### src/rtl/hrpwm_pkg.sv
package hrpwm_pkg;

   // Placement of the falling edge: LRP boundary only, or boundary plus HR delay
   typedef enum logic {
      RES_LOOP = 1'b0,
      RES_HIGH = 1'b1
   } res_mode_e;

   // HR clocks in one LRP for a given size select
   function automatic int unsigned lrp_cycles(input int unsigned sel);
      return 32'd2 << sel;
   endfunction

endpackage

### src/rtl/hrpwm_lrp_timer.sv
module hrpwm_lrp_timer #(
   parameter int unsigned SEL_W   = 3,
   parameter int unsigned MAX_SEL = 6,
   parameter int unsigned LRP_W   = 7
) (
   input  logic             clk,
   input  logic             rst,
   input  logic [SEL_W-1:0] sel_in,
   input  logic             reload,
   output logic [LRP_W-1:0] lrp_cnt,
   output logic [LRP_W-1:0] lrp_len_m1,
   output logic             lrp_last
);

   localparam logic [SEL_W-1:0] SEL_CAP = SEL_W'(MAX_SEL);

   logic [SEL_W-1:0] sel_q;
   logic [SEL_W-1:0] sel_lim;

   assign sel_lim    = (sel_in > SEL_CAP) ? SEL_CAP : sel_in;
   assign lrp_len_m1 = LRP_W'((32'd2 << sel_q) - 32'd1);
   assign lrp_last   = (lrp_cnt == lrp_len_m1);

   // size select is taken only at reset and at a period boundary
   always_ff @(posedge clk) begin
      if (rst || reload) begin
         sel_q <= sel_lim;
      end
   end

   always_ff @(posedge clk) begin
      if (rst) begin
         lrp_cnt <= '0;
      end else if (lrp_last) begin
         lrp_cnt <= '0;
      end else begin
         lrp_cnt <= lrp_cnt + 1'b1;
      end
   end

   // the position inside an LRP never passes the LRP length
   a_r2_cnt_in_lrp : assert property (@(posedge clk) disable iff (rst)
      lrp_cnt <= lrp_len_m1);

   // LRP length changes only right after a period boundary
   a_r2_len_hold : assert property (@(posedge clk) disable iff (rst)
      !$past(reload) |-> $stable(lrp_len_m1));

endmodule

### src/rtl/hrpwm_period_ctr.sv
module hrpwm_period_ctr #(
   parameter int unsigned PER_W   = 12,
   parameter int unsigned MIN_PER = 3
) (
   input  logic             clk,
   input  logic             rst,
   input  logic [PER_W-1:0] per_in,
   input  logic             lrp_last,
   output logic [PER_W-1:0] per_idx,
   output logic             per_last
);

   localparam logic [PER_W-1:0] PER_FLOOR = PER_W'(MIN_PER);

   logic [PER_W-1:0] per_q;
   logic [PER_W-1:0] per_lim;
   logic             reload;

   assign per_lim  = (per_in < PER_FLOOR) ? PER_FLOOR : per_in;
   assign per_last = (per_idx == per_q - 1'b1);
   assign reload   = lrp_last && per_last;

   always_ff @(posedge clk) begin
      if (rst || reload) begin
         per_q <= per_lim;
      end
   end

   always_ff @(posedge clk) begin
      if (rst) begin
         per_idx <= '0;
      end else if (lrp_last) begin
         per_idx <= per_last ? '0 : per_idx + 1'b1;
      end
   end

   // the LRP index stays inside the latched period
   a_r3_idx_range : assert property (@(posedge clk) disable iff (rst)
      per_idx < per_q);

   // the period length never drops under the floor
   a_r3_len_floor : assert property (@(posedge clk) disable iff (rst)
      per_q >= PER_FLOOR);

endmodule

### src/rtl/hrpwm_duty_regs.sv
module hrpwm_duty_regs #(
   parameter int unsigned PER_W  = 12,
   parameter int unsigned FINE_W = 7
) (
   input  logic                    clk,
   input  logic                    rst,
   input  logic                    wr,
   input  logic [PER_W+FINE_W-1:0] wr_word,
   input  logic                    period_end,
   output logic [PER_W-1:0]        coarse,
   output logic [FINE_W-1:0]       fine
);

   localparam int unsigned DUTY_W = PER_W + FINE_W;

   logic [DUTY_W-1:0] shadow_q;
   logic [DUTY_W-1:0] active_q;
   logic [DUTY_W-1:0] next_word;

   // a write landing in the final cycle bypasses the shadow
   assign next_word = wr ? wr_word : shadow_q;

   always_ff @(posedge clk) begin
      if (rst) begin
         shadow_q <= '0;
      end else if (wr) begin
         shadow_q <= wr_word;
      end
   end

   always_ff @(posedge clk) begin
      if (rst) begin
         active_q <= '0;
      end else if (period_end) begin
         active_q <= next_word;
      end
   end

   assign coarse = active_q[DUTY_W-1:FINE_W];
   assign fine   = active_q[FINE_W-1:0];

   // the working duty moves only at a period boundary
   a_r4_active_hold : assert property (@(posedge clk) disable iff (rst)
      !$past(period_end) |-> $stable(active_q));

endmodule

### src/rtl/hrpwm_edge_sched.sv
module hrpwm_edge_sched
   import hrpwm_pkg::*;
#(
   parameter int unsigned PER_W    = 12,
   parameter int unsigned FINE_W   = 7,
   parameter int unsigned LRP_W    = 7,
   parameter res_mode_e   RES_MODE = RES_HIGH
) (
   input  logic              clk,
   input  logic              rst,
   input  logic              pos0,
   input  logic [LRP_W-1:0]  lrp_cnt,
   input  logic [LRP_W-1:0]  lrp_len_m1,
   input  logic [PER_W-1:0]  per_idx,
   input  logic [PER_W-1:0]  coarse,
   input  logic [FINE_W-1:0] fine_in,
   output logic              pwm_out
);

   logic at_coarse;
   logic fall;

   // first HR cycle of the LRP chosen by the coarse count
   assign at_coarse = (coarse != '0) && (per_idx == coarse) && (lrp_cnt == '0);

   if (RES_MODE == RES_HIGH) begin : g_hires
      logic [FINE_W-1:0] len_ext;
      logic [FINE_W-1:0] fine_eff;
      logic [FINE_W-1:0] fine_cnt;
      logic              armed;

      assign len_ext  = FINE_W'(lrp_len_m1);
      assign fine_eff = (fine_in > len_ext) ? len_ext : fine_in;
      assign fall     = (at_coarse && (fine_eff == '0)) || (armed && (fine_cnt == '0));

      // per-pin delay counter, clocked by the HR clock
      always_ff @(posedge clk) begin
         if (rst) begin
            armed    <= 1'b0;
            fine_cnt <= '0;
         end else if (at_coarse) begin
            armed    <= (fine_eff != '0);
            fine_cnt <= (fine_eff != '0) ? fine_eff - 1'b1 : '0;
         end else if (armed) begin
            if (fine_cnt == '0) begin
               armed <= 1'b0;
            end else begin
               fine_cnt <= fine_cnt - 1'b1;
            end
         end
      end

      // a pending delay always ends before the LRP does
      a_r5_fine_in_lrp : assert property (@(posedge clk) disable iff (rst)
         armed |-> (fine_cnt < len_ext));

      // a pending delay only runs during the coarse LRP
      a_r5_armed_in_coarse : assert property (@(posedge clk) disable iff (rst)
         armed |-> (per_idx == coarse));
   end else begin : g_loop
      logic unused_fine;
      assign unused_fine = ^{fine_in, lrp_len_m1};
      assign fall        = at_coarse;
   end

   always_ff @(posedge clk) begin
      if (rst) begin
         pwm_out <= 1'b0;
      end else if (pos0) begin
         pwm_out <= (coarse != '0);
      end else if (fall) begin
         pwm_out <= 1'b0;
      end
   end

   // the pin rises only for position zero of a period
   a_r3_rise_at_start : assert property (@(posedge clk) disable iff (rst)
      $rose(pwm_out) |-> $past(pos0));

   // the pin falls only while inside the coarse LRP
   a_r6_fall_in_coarse : assert property (@(posedge clk) disable iff (rst)
      $fell(pwm_out) |-> $past(per_idx == coarse));

endmodule

### src/rtl/hrpwm_gen.sv
module hrpwm_gen
   import hrpwm_pkg::*;
#(
   parameter int unsigned SEL_W    = 3,
   parameter int unsigned MAX_SEL  = 6,
   parameter int unsigned PER_W    = 12,
   parameter int unsigned FINE_W   = 7,
   parameter int unsigned MIN_PER  = 3,
   parameter res_mode_e   RES_MODE = RES_HIGH
) (
   input  logic                    clk,
   input  logic                    rst,
   input  logic [SEL_W-1:0]        lrp_sel,
   input  logic [PER_W-1:0]        period_lrp,
   input  logic                    duty_wr,
   input  logic [PER_W+FINE_W-1:0] duty_word,
   output logic                    pwm_out
);

   localparam int unsigned MAX_LRP = lrp_cycles(MAX_SEL);
   localparam int unsigned LRP_W   = $clog2(MAX_LRP);

   // build-time parameter checks
   if (MAX_LRP > (32'd1 << FINE_W)) begin : g_bad_fine
      $error("fine delay field too narrow for the largest LRP");
   end
   if (MAX_SEL >= (32'd1 << SEL_W)) begin : g_bad_sel
      $error("MAX_SEL cannot be coded in the select width");
   end
   if (MIN_PER < 3) begin : g_bad_per
      $error("a period needs more than two LRPs");
   end
   if (PER_W < 2) begin : g_bad_perw
      $error("period width too small for the minimum period");
   end

   logic [LRP_W-1:0]  lrp_cnt;
   logic [LRP_W-1:0]  lrp_len_m1;
   logic              lrp_last;
   logic [PER_W-1:0]  per_idx;
   logic              per_last;
   logic              period_end;
   logic              pos0;
   logic [PER_W-1:0]  coarse;
   logic [FINE_W-1:0] fine;

   assign period_end = lrp_last && per_last;
   assign pos0       = (lrp_cnt == '0) && (per_idx == '0);

   hrpwm_lrp_timer #(
      .SEL_W   (SEL_W),
      .MAX_SEL (MAX_SEL),
      .LRP_W   (LRP_W)
   ) u_timer (
      .clk        (clk),
      .rst        (rst),
      .sel_in     (lrp_sel),
      .reload     (period_end),
      .lrp_cnt    (lrp_cnt),
      .lrp_len_m1 (lrp_len_m1),
      .lrp_last   (lrp_last)
   );

   hrpwm_period_ctr #(
      .PER_W   (PER_W),
      .MIN_PER (MIN_PER)
   ) u_period (
      .clk      (clk),
      .rst      (rst),
      .per_in   (period_lrp),
      .lrp_last (lrp_last),
      .per_idx  (per_idx),
      .per_last (per_last)
   );

   hrpwm_duty_regs #(
      .PER_W  (PER_W),
      .FINE_W (FINE_W)
   ) u_duty (
      .clk        (clk),
      .rst        (rst),
      .wr         (duty_wr),
      .wr_word    (duty_word),
      .period_end (period_end),
      .coarse     (coarse),
      .fine       (fine)
   );

   hrpwm_edge_sched #(
      .PER_W    (PER_W),
      .FINE_W   (FINE_W),
      .LRP_W    (LRP_W),
      .RES_MODE (RES_MODE)
   ) u_sched (
      .clk        (clk),
      .rst        (rst),
      .pos0       (pos0),
      .lrp_cnt    (lrp_cnt),
      .lrp_len_m1 (lrp_len_m1),
      .per_idx    (per_idx),
      .coarse     (coarse),
      .fine_in    (fine),
      .pwm_out    (pwm_out)
   );

   // reset forces the pin low on the next cycle
   a_r1_reset_low : assert property (@(posedge clk)
      rst |=> !pwm_out);

endmodule

### config.mk
export PLATFORM = sky130hd
export DESIGN_NAME = hrpwm_gen
export DESIGN_NICKNAME = d
export VERILOG_FILES = /design/src/rtl/hrpwm_pkg.sv /design/src/rtl/hrpwm_lrp_timer.sv /design/src/rtl/hrpwm_period_ctr.sv /design/src/rtl/hrpwm_duty_regs.sv /design/src/rtl/hrpwm_edge_sched.sv /design/src/rtl/hrpwm_gen.sv
export SDC_FILE = /design/constraint.sdc
export NUM_CORES = 1
export LEC_CHECK = 0
export ABC_AREA = 1
export BUFFER_PORTS_ARGS = -buffer_cell sky130_fd_sc_hd__buf_4
export CORE_MARGIN = 2
export CORE_UTILIZATION = 45
export DETAILED_ROUTE_END_ITERATION = 16
export MAX_ROUTING_LAYER = met4
export PLACE_DENSITY = 0.66
export RECOVER_POWER = 25
export SLEW_MARGIN = 20
export SYNTH_ARGS = -nofsm -noshare
export SYNTH_HDL_FRONTEND = slang
export SYNTH_HIERARCHICAL = 1
export SYNTH_SLANG_ARGS = --single-unit
### constraint.sdc
create_clock -name clk -period 8.1 [get_ports clk]
set_clock_uncertainty 0.2 [all_clocks]
set_input_delay 0.405 -clock clk [delete_from_list [all_inputs] [get_ports clk]]
set_output_delay 0.405 -clock clk [all_outputs]
set_load 0.02 [all_outputs]
======== Word level (Yosys, flattened, before mapping) ========
Index checks and enable logic that the tools add are counted.
storage, ports and cells
  flip-flop bits (word level) ............. 81
  latch bits .............................. 0
  RAM bits ................................ 0
  ROM bits ................................ 0
  input bits .............................. 37
  output and inout port bits .............. 1
  logic and storage cells ................. 53
  memories kept ........................... 0
cells by class
  $add $sub $neg .......................... 6
  $mul .................................... 0
  divide/modulo/power cells ............... 0
  order comparisons ....................... 3
  equality and inequality tests ........... 4
  shift-type cells ........................ 1
  muxes and demuxes ....................... 12
  bitwise gates (word level) .............. 0
  reduce and logical (&&, ||, !) cells .... 18
operator list
  cell                   count
  $mux 7                 5
  $eq 12x12->1           2
  $logic_not 7->1        3
  $sub 7x1->7 const B    3
  $mux 19                1
  $add 12x1->12 const B  1
  $logic_not 12->1       1
  $lt 12x2->1 const B    1
  $mux 12                1
  $reduce_bool 12->1     1
  $sub 12x1->12 const B  1
  $add 7x1->7 const B    1
  $eq 7x7->1             1
  $gt 7x7->1             1
  $reduce_bool 7->1      1
  $shl 2x3->7 const A    1
  $logic_and 1x1->1      6
  $mux 1                 5
  $reduce_bool 2->1      2
  $gt 3x3->1 const B     1
  $logic_or 1x1->1       2
  $ne 2x1->1 const B     1
  $reduce_and 2->1       1
  $reduce_or 2->1        1

======== Depth between registers and ports, before layout ========
  depth in word-level cells ............... 9
  mapped depth ............................ 23
  depth with buffers taken out ............ 23

======== Hierarchy ========
The synthesis kept the hierarchy.
modules (own cells, without submodules)
  module            times used  cells each  area an instance (sq um)  sequential area each (sq um)
  hrpwm_edge_sched  1           227         1,515.2                   180.2
  hrpwm_duty_regs   1           202         1,514.0                   760.7
  hrpwm_period_ctr  1           205         1,497.7                   600.6
  hrpwm_lrp_timer   1           93          653.1                     230.2
  hrpwm_gen         1           21          81.3                      0.0

======== Worst setup path after synthesis ========
OpenSTA, ideal clock, no wires.
  path kind ............................... register to register
  from .................................... register u_timer.sel_q[1]
  to ...................................... register u_sched.g_hires.fine_cnt[6]
  library setup time ...................... 0.066 ns
  arrival ................................. 2.912 ns
  data required time ...................... 7.834 ns
  path slack .............................. 4.922 ns
  stages on the path, launching flop included .. 22
  path buffers ............................ 1
  period minus slack after synthesis ...... 3.178 ns
  cell sequence ........................... edfxtp_1 -> nor2_2 -> nand2_1 -> ha_1 -> nand3_1 -> nand2_1 -> inv_1 -> inv_1 -> ha_1 -> nand2_2 -> inv_1 -> a21oi_2 -> nand2_4 -> buf_8 -> nand3_2 -> nand2_2 -> ha_1 -> nand3_4 -> nor2_4 -> nor2_8 -> nand3_2 -> a21oi_2
between the ends
  longest elaborated chain between the ends .. 7
  elaborated cells on any way between the ends .. 8
  classes of those cells .................. add/sub (2); order compare (1); shift (1); mux (3); reduce/logical (1)
ends and longest elaborated chain
  element                                           line                    text
  start: declaration                                hrpwm_lrp_timer.sv:17   logic [SEL_W-1:0] sel_q;
  start signal: assignment                          hrpwm_lrp_timer.sv:27   sel_q <= sel_lim;
  $shl 2x3->7 *                                     hrpwm_lrp_timer.sv:21   assign lrp_len_m1 = LRP_W'((32'd2 << sel_q) - 32'd1);
  $sub 7x1->7 *                                     hrpwm_lrp_timer.sv:21
  named net lrp_len_m1[1]                           hrpwm_gen.sv:38         logic [LRP_W-1:0] lrp_len_m1;
  $gt 7x7->1                                        hrpwm_edge_sched.sv:33  assign fine_eff = (fine_in > len_ext) ? len_ext : fine_in;
  $mux 7 *                                          hrpwm_edge_sched.sv:33
  $sub 7x1->7 or $reduce_bool 7->1 (tied branches)  hrpwm_edge_sched.sv:43  fine_cnt <= (fine_eff != '0) ? fine_eff - 1'b1 : '0;
  $mux 7 *                                          hrpwm_edge_sched.sv:43
  $mux 7 *                                          hrpwm_edge_sched.sv:41  end else if (at_coarse) begin
  end signal: assignment                            hrpwm_edge_sched.sv:43
  end signal: assignment                            hrpwm_edge_sched.sv:48  fine_cnt <= fine_cnt - 1'b1;
  end: declaration                                  hrpwm_edge_sched.sv:29  logic [FINE_W-1:0] fine_cnt;
The timed path passes the listed nets; every way through them passes the cells marked *.
A chain may end at the register's enable or synchronous reset.

======== Worst setup path in the final report ========
  from .................................... register u_timer.sel_q[1]
  to ...................................... register u_sched.g_hires.fine_cnt[4]
The elaborated chain is that of the path after synthesis.

==> impl.org <==
** CTS
- Depth of the CTS H-tree :: 3
- TritonCTS built the clock tree.
- Gates resized during post-CTS repair numbered 0.
- Clock transition at the register clock pins on the worst setup and hold paths after CTS :: approximately 0.07 ns
- Longest Clk Path Bufs :: 2
- Root cell of the clock tree :: clkbuf_16
- Number of buffers inserted for hold repair after clock tree synthesis :: 0
- Buffers added to address setup during post-CTS repair amount to 0.
- The clock net in this run drives a total of 81 sinks.
- Number of buffers created by CTS :: 9
- At the later pin of the worst-skew pair, clock insertion delay measures 0.34 ns.

** Critical path
- Crit path capture type :: flip-flop
- For the worst setup path, the data arrival time is 3.83 ns.
- The critical path in this run is classified as reg2reg.
- Standard cell with the maximum stage delay on the critical path :: edfxtp_1
- R2r setup slk :: 4.29 ns
- Cells along the critical path :: nor2_2, nand2_1, ha_1, inv_1, nand4_1, nand2_1, inv_1, ha_1, nand2_1, nor2_4, nand4_2, nand2_4, nand2_1, nand2_4, ha_1, nand3_4, nor2_4, nor2_8, nand2_2, a21oi_2
- Data required time at the worst endpoint :: 8.12 ns
- Highest net fanout along the worst path :: 11
- Max stage delay on crit path :: 0.48 ns
- The kind of cell with the highest combined delay along the critical path is simple AND/OR/NAND/NOR gates.
- The worst register-to-register path begins at u_timer/sel_q[1].
- The cell that appears most often on the critical path is nand2_1.
- Category of the worst setup path launch point :: flip-flop
- The worst register-to-register path ends at u_sched/g_hires.fine_cnt[4].
- Measured in cells, the most critical reg-to-reg path has a length of 20.
- Counting both buffers and inverters, the worst setup path holds a total of 2.

** Detailed routing
- Antenna Nets Post-Route :: 0
- Total length of routed met2 wires :: 5270 um
- In the final routed layout, each cell accounts on average for between 10 and 15 um.
- In the detailed route, the total length drawn on met3 is around 460 um.
- For this run, design rule violations remaining after detail routing come to 0.
- The routed design has between 10,000 and 15,000 um of wire.
- The detailed router used layers up to and including met4.
- The routed layout has 4,508 vias.
- Detailed-router iteration count before antenna repair :: 4
- In this run, the number of DRC markers left after iteration 0 of detailed routing was 177.
- Via density :: slightly below 5
- The detailed router put a total of 4770 um of wire on met1.

** Yosys
- Yosys mapped the design onto 48 distinct sky130hd cell types.
- Of all flip-flops after synthesis, the portion carrying an async set or reset was 0%.
- In this run, synthesis inferred 15 flip-flops with an integrated enable.
- The share of synthesized area in the top cell type comes to 25.1%.
- Most used flip-flop cell after synthesis :: dfxtp_1
- Area of the mapped netlist :: ~0.0053 mm^2
- Number of instances in the synthesized netlist :: 748
- The number of nets handed over by synthesis was 799.
- Flip-flop and latch count after synthesis :: 81
- Of all cell types, the one taking the most synthesized area is dfxtp_1.
- Synthesized area per cell :: 7.03 um^2
- Warning count from the yosys run :: 6
- Synth top area cells :: dfxtp_1, nand2_1, edfxtp_1
- The share of the Yosys chip area taken by registers is 33.7%.

** Global route
- Grt ovf :: 0
- For this run, the total global-route usage over all layers was measured as 18.3%.
- Global-route wire length before repair :: 18,500 um
- The initial antenna violation count came to 0.
- Entering global routing, the biggest net connects between 40 and 50 pins.
- Vias in the first global route :: 4,353

** Timing
- Final hold analysis gives a worst-case slack of 0.0705 ns.
- In this run the tightest slew margin relative to its limit is 45.3%.
- Slew @ Worst Pin :: about 0.8 ns
- Final-report max-slew violation count :: 0
- Dividing the final minimum period by the clock period gives 47.0%.
- Setup repair after global routing missed its margin :: no
- Setup tns final :: 0 ns
- Max Clk Rate :: between 200 and 300 MHz
- The final hold violation count came to 0.
- Setup-failing EPs final :: 0
- Fin worst setup slack :: 4.29 ns
- The worst path needs 3.81 ns of the cycle, external delays included.

** Min path
- Hold endpoint :: u_period/per_q[3]
- Start point of the worst hold path :: period_lrp[3]
- Hold Crit Class :: in2reg
- Counting instances, the worst hold path has a depth of 1.

** Status
- The run finished with clean final reports.

** Finish
- Leaving out fill and tap cells, the most frequent cell in the layout is nand2_1.
- Finished layout cell area :: 0.00582 mm^2
- Share of final-layout standard cells stronger than drive strength 1 :: between 15 and 20%
- Area delta synth->final :: 10.6%
- Highest-count cells in the layout ignoring fill and taps :: nand2_1, inv_1, nor2_1, dfxtp_1, nand3_1
- Fillcell total :: 1,140
- Post-layout net count :: 819
- The finished layout holds 916 standard cells, fillers aside.
- The repair_antennas step left the layout with diodes totalling 0.

** Placed design
- In this run, placement finished with an instance count of 900.
- Summing all placed instances gives a cell area of between 0.005 and 0.006 mm^2.
- Number of buffers added on ports :: 37
- Worst slack at placement :: 4.33 ns
- Placer's final routability congestion estimate :: 0.887
- Detailed placement ended at an HPWL of 8230 um.

** Die
- Count of boundary I/O pins :: 38
- The die covers between 0.01 and 0.015 mm^2.
- Horizontal die dimension :: ~110 um
- Initial Utilization :: 46.1%
- Total core area :: about 0.011 mm^2
- In this run the vertical extent of the chip is 112 um.
- The floorplan has 39 rows.

** Pwr
- Part of the power in the clock network :: 45.7%
- Power dissipated by switching net loads :: approximately 220 uW
- Switching fraction of total power :: 23.6%
- For this design the static power due to leakage is around 2.7 nW.
- Internal power comes to 725 uW.
- Power per standard cell area :: 163 mW/mm^2
- IR analysis of the VDD net gives a maximum drop of 170 uV.
- Combinational cells account for 8.9% of the total power.
- Sequential cells account for 45.4% of the total power.

** Flow run
- Total of max-cap violations :: 0
-- per-stage QoR --
stage | utilization, % | power (mW)
after floorplan | - | 0.502
after global placement | 48.2 | 0.522
after detailed placement | 48.2 | 0.525
after CTS | 51.0 | 0.964
after global routing | 51.0 | 0.987
final | 51.0 | 0.950
-- worst max-delay path by stage --
| stage | to | slack, ns | cells after the start | from |
|---|---|---|---|---|
| floorplan | u_sched/g_hires.fine_cnt[6] | 4.92 | 21 | u_timer/sel_q[1] |
| global placement | u_sched/g_hires.fine_cnt[4] | 4.51 | 20 | u_timer/sel_q[1] |
| detailed placement | u_sched/g_hires.fine_cnt[4] | 4.33 | 20 | u_timer/sel_q[1] |
| CTS | u_sched/g_hires.fine_cnt[4] | 4.33 | 20 | u_timer/sel_q[1] |
| global route | u_sched/pwm_out | 3.95 | 20 | u_timer/sel_q[1] |
| finish | u_sched/g_hires.fine_cnt[4] | 4.29 | 20 | u_timer/sel_q[1] |
-- cells in the mapped netlist (2+ instances only) --
master	n
a21oi_1	22
o31ai_1	2
inv_2	6
a21oi_2	8
buf_4	2
xnor2_1	14
xor2_1	18
edfxtp_1	15
clkbuf_1	13
or2_2	4
nor2_1	92
nand3_2	9
nor2_4	6
nand2_2	24
o21ai_0	13
nand3_1	61
nand2_1	180
nor3_4	2
nor3_1	6
buf_6	5
nor2_2	15
buf_2	3
dfxtp_1	66
ha_1	14
clkbuf_8	2
o21ai_1	4
nand4_1	8
nand2_4	5
nand3_4	2
inv_1	106
nor4_1	4
-- logic make-up after synthesis --
group,synth area share [%]
other cells,0.0713
buf+inv,12.0
simple gates,39.5
compound gates,6.09
fa+ha+maj,3.33
xor+xnor,5.33
flops,33.7
-- layer usage --
| metal | vias up | global-route usage [%] |
|---|---|---|
| met3 | 30 | 5.40 |
| met2 | 80 | 31.0 |
| met5 | - | - |
| met1 | 2028 | 20.2 |
| met4 | 0 | 7.15 |
| li1 | 2370 | - |
-- state kept, by name, summed over array words and instances, names as in the netlist --
signal	cells
u_timer/sel_q	3
u_sched/g_hires.fine_cnt	7
u_timer/lrp_cnt	7
u_period/per_idx	12
u_duty/active_q	19
u_sched/pwm_out	1
u_period/per_q	12
u_sched/g_hires.armed	1
u_duty/shadow_q	19
-- final cells by class --
class | instances | area [um^2] | share of cell area, %
clock buffer | 9 | 225 | 3.87
clock inverter | 7 | 95.1 | 1.63
inverter | 112 | 420 | 7.22
multi-input combinational | 527 | 2860 | 49.1
sequential | 81 | 1770 | 30.4
tap | 143 | 179 | 3.07
timing repair buffer | 37 | 270 | 4.64
-- power groups by stage --
| stage | Clock, mW | Combinational, mW | Sequential (mW) |
|---|---|---|---|
| floorplan | 0 | 0.0645 | 0.437 |
| global placement | 0 | 0.0825 | 0.439 |
| detailed placement | 0 | 0.0854 | 0.440 |
| CTS | 0.448 | 0.0857 | 0.431 |
| global route | 0.459 | 0.0961 | 0.432 |
| finish | 0.434 | 0.0847 | 0.431 |
(Power assumes the default switching activity.)
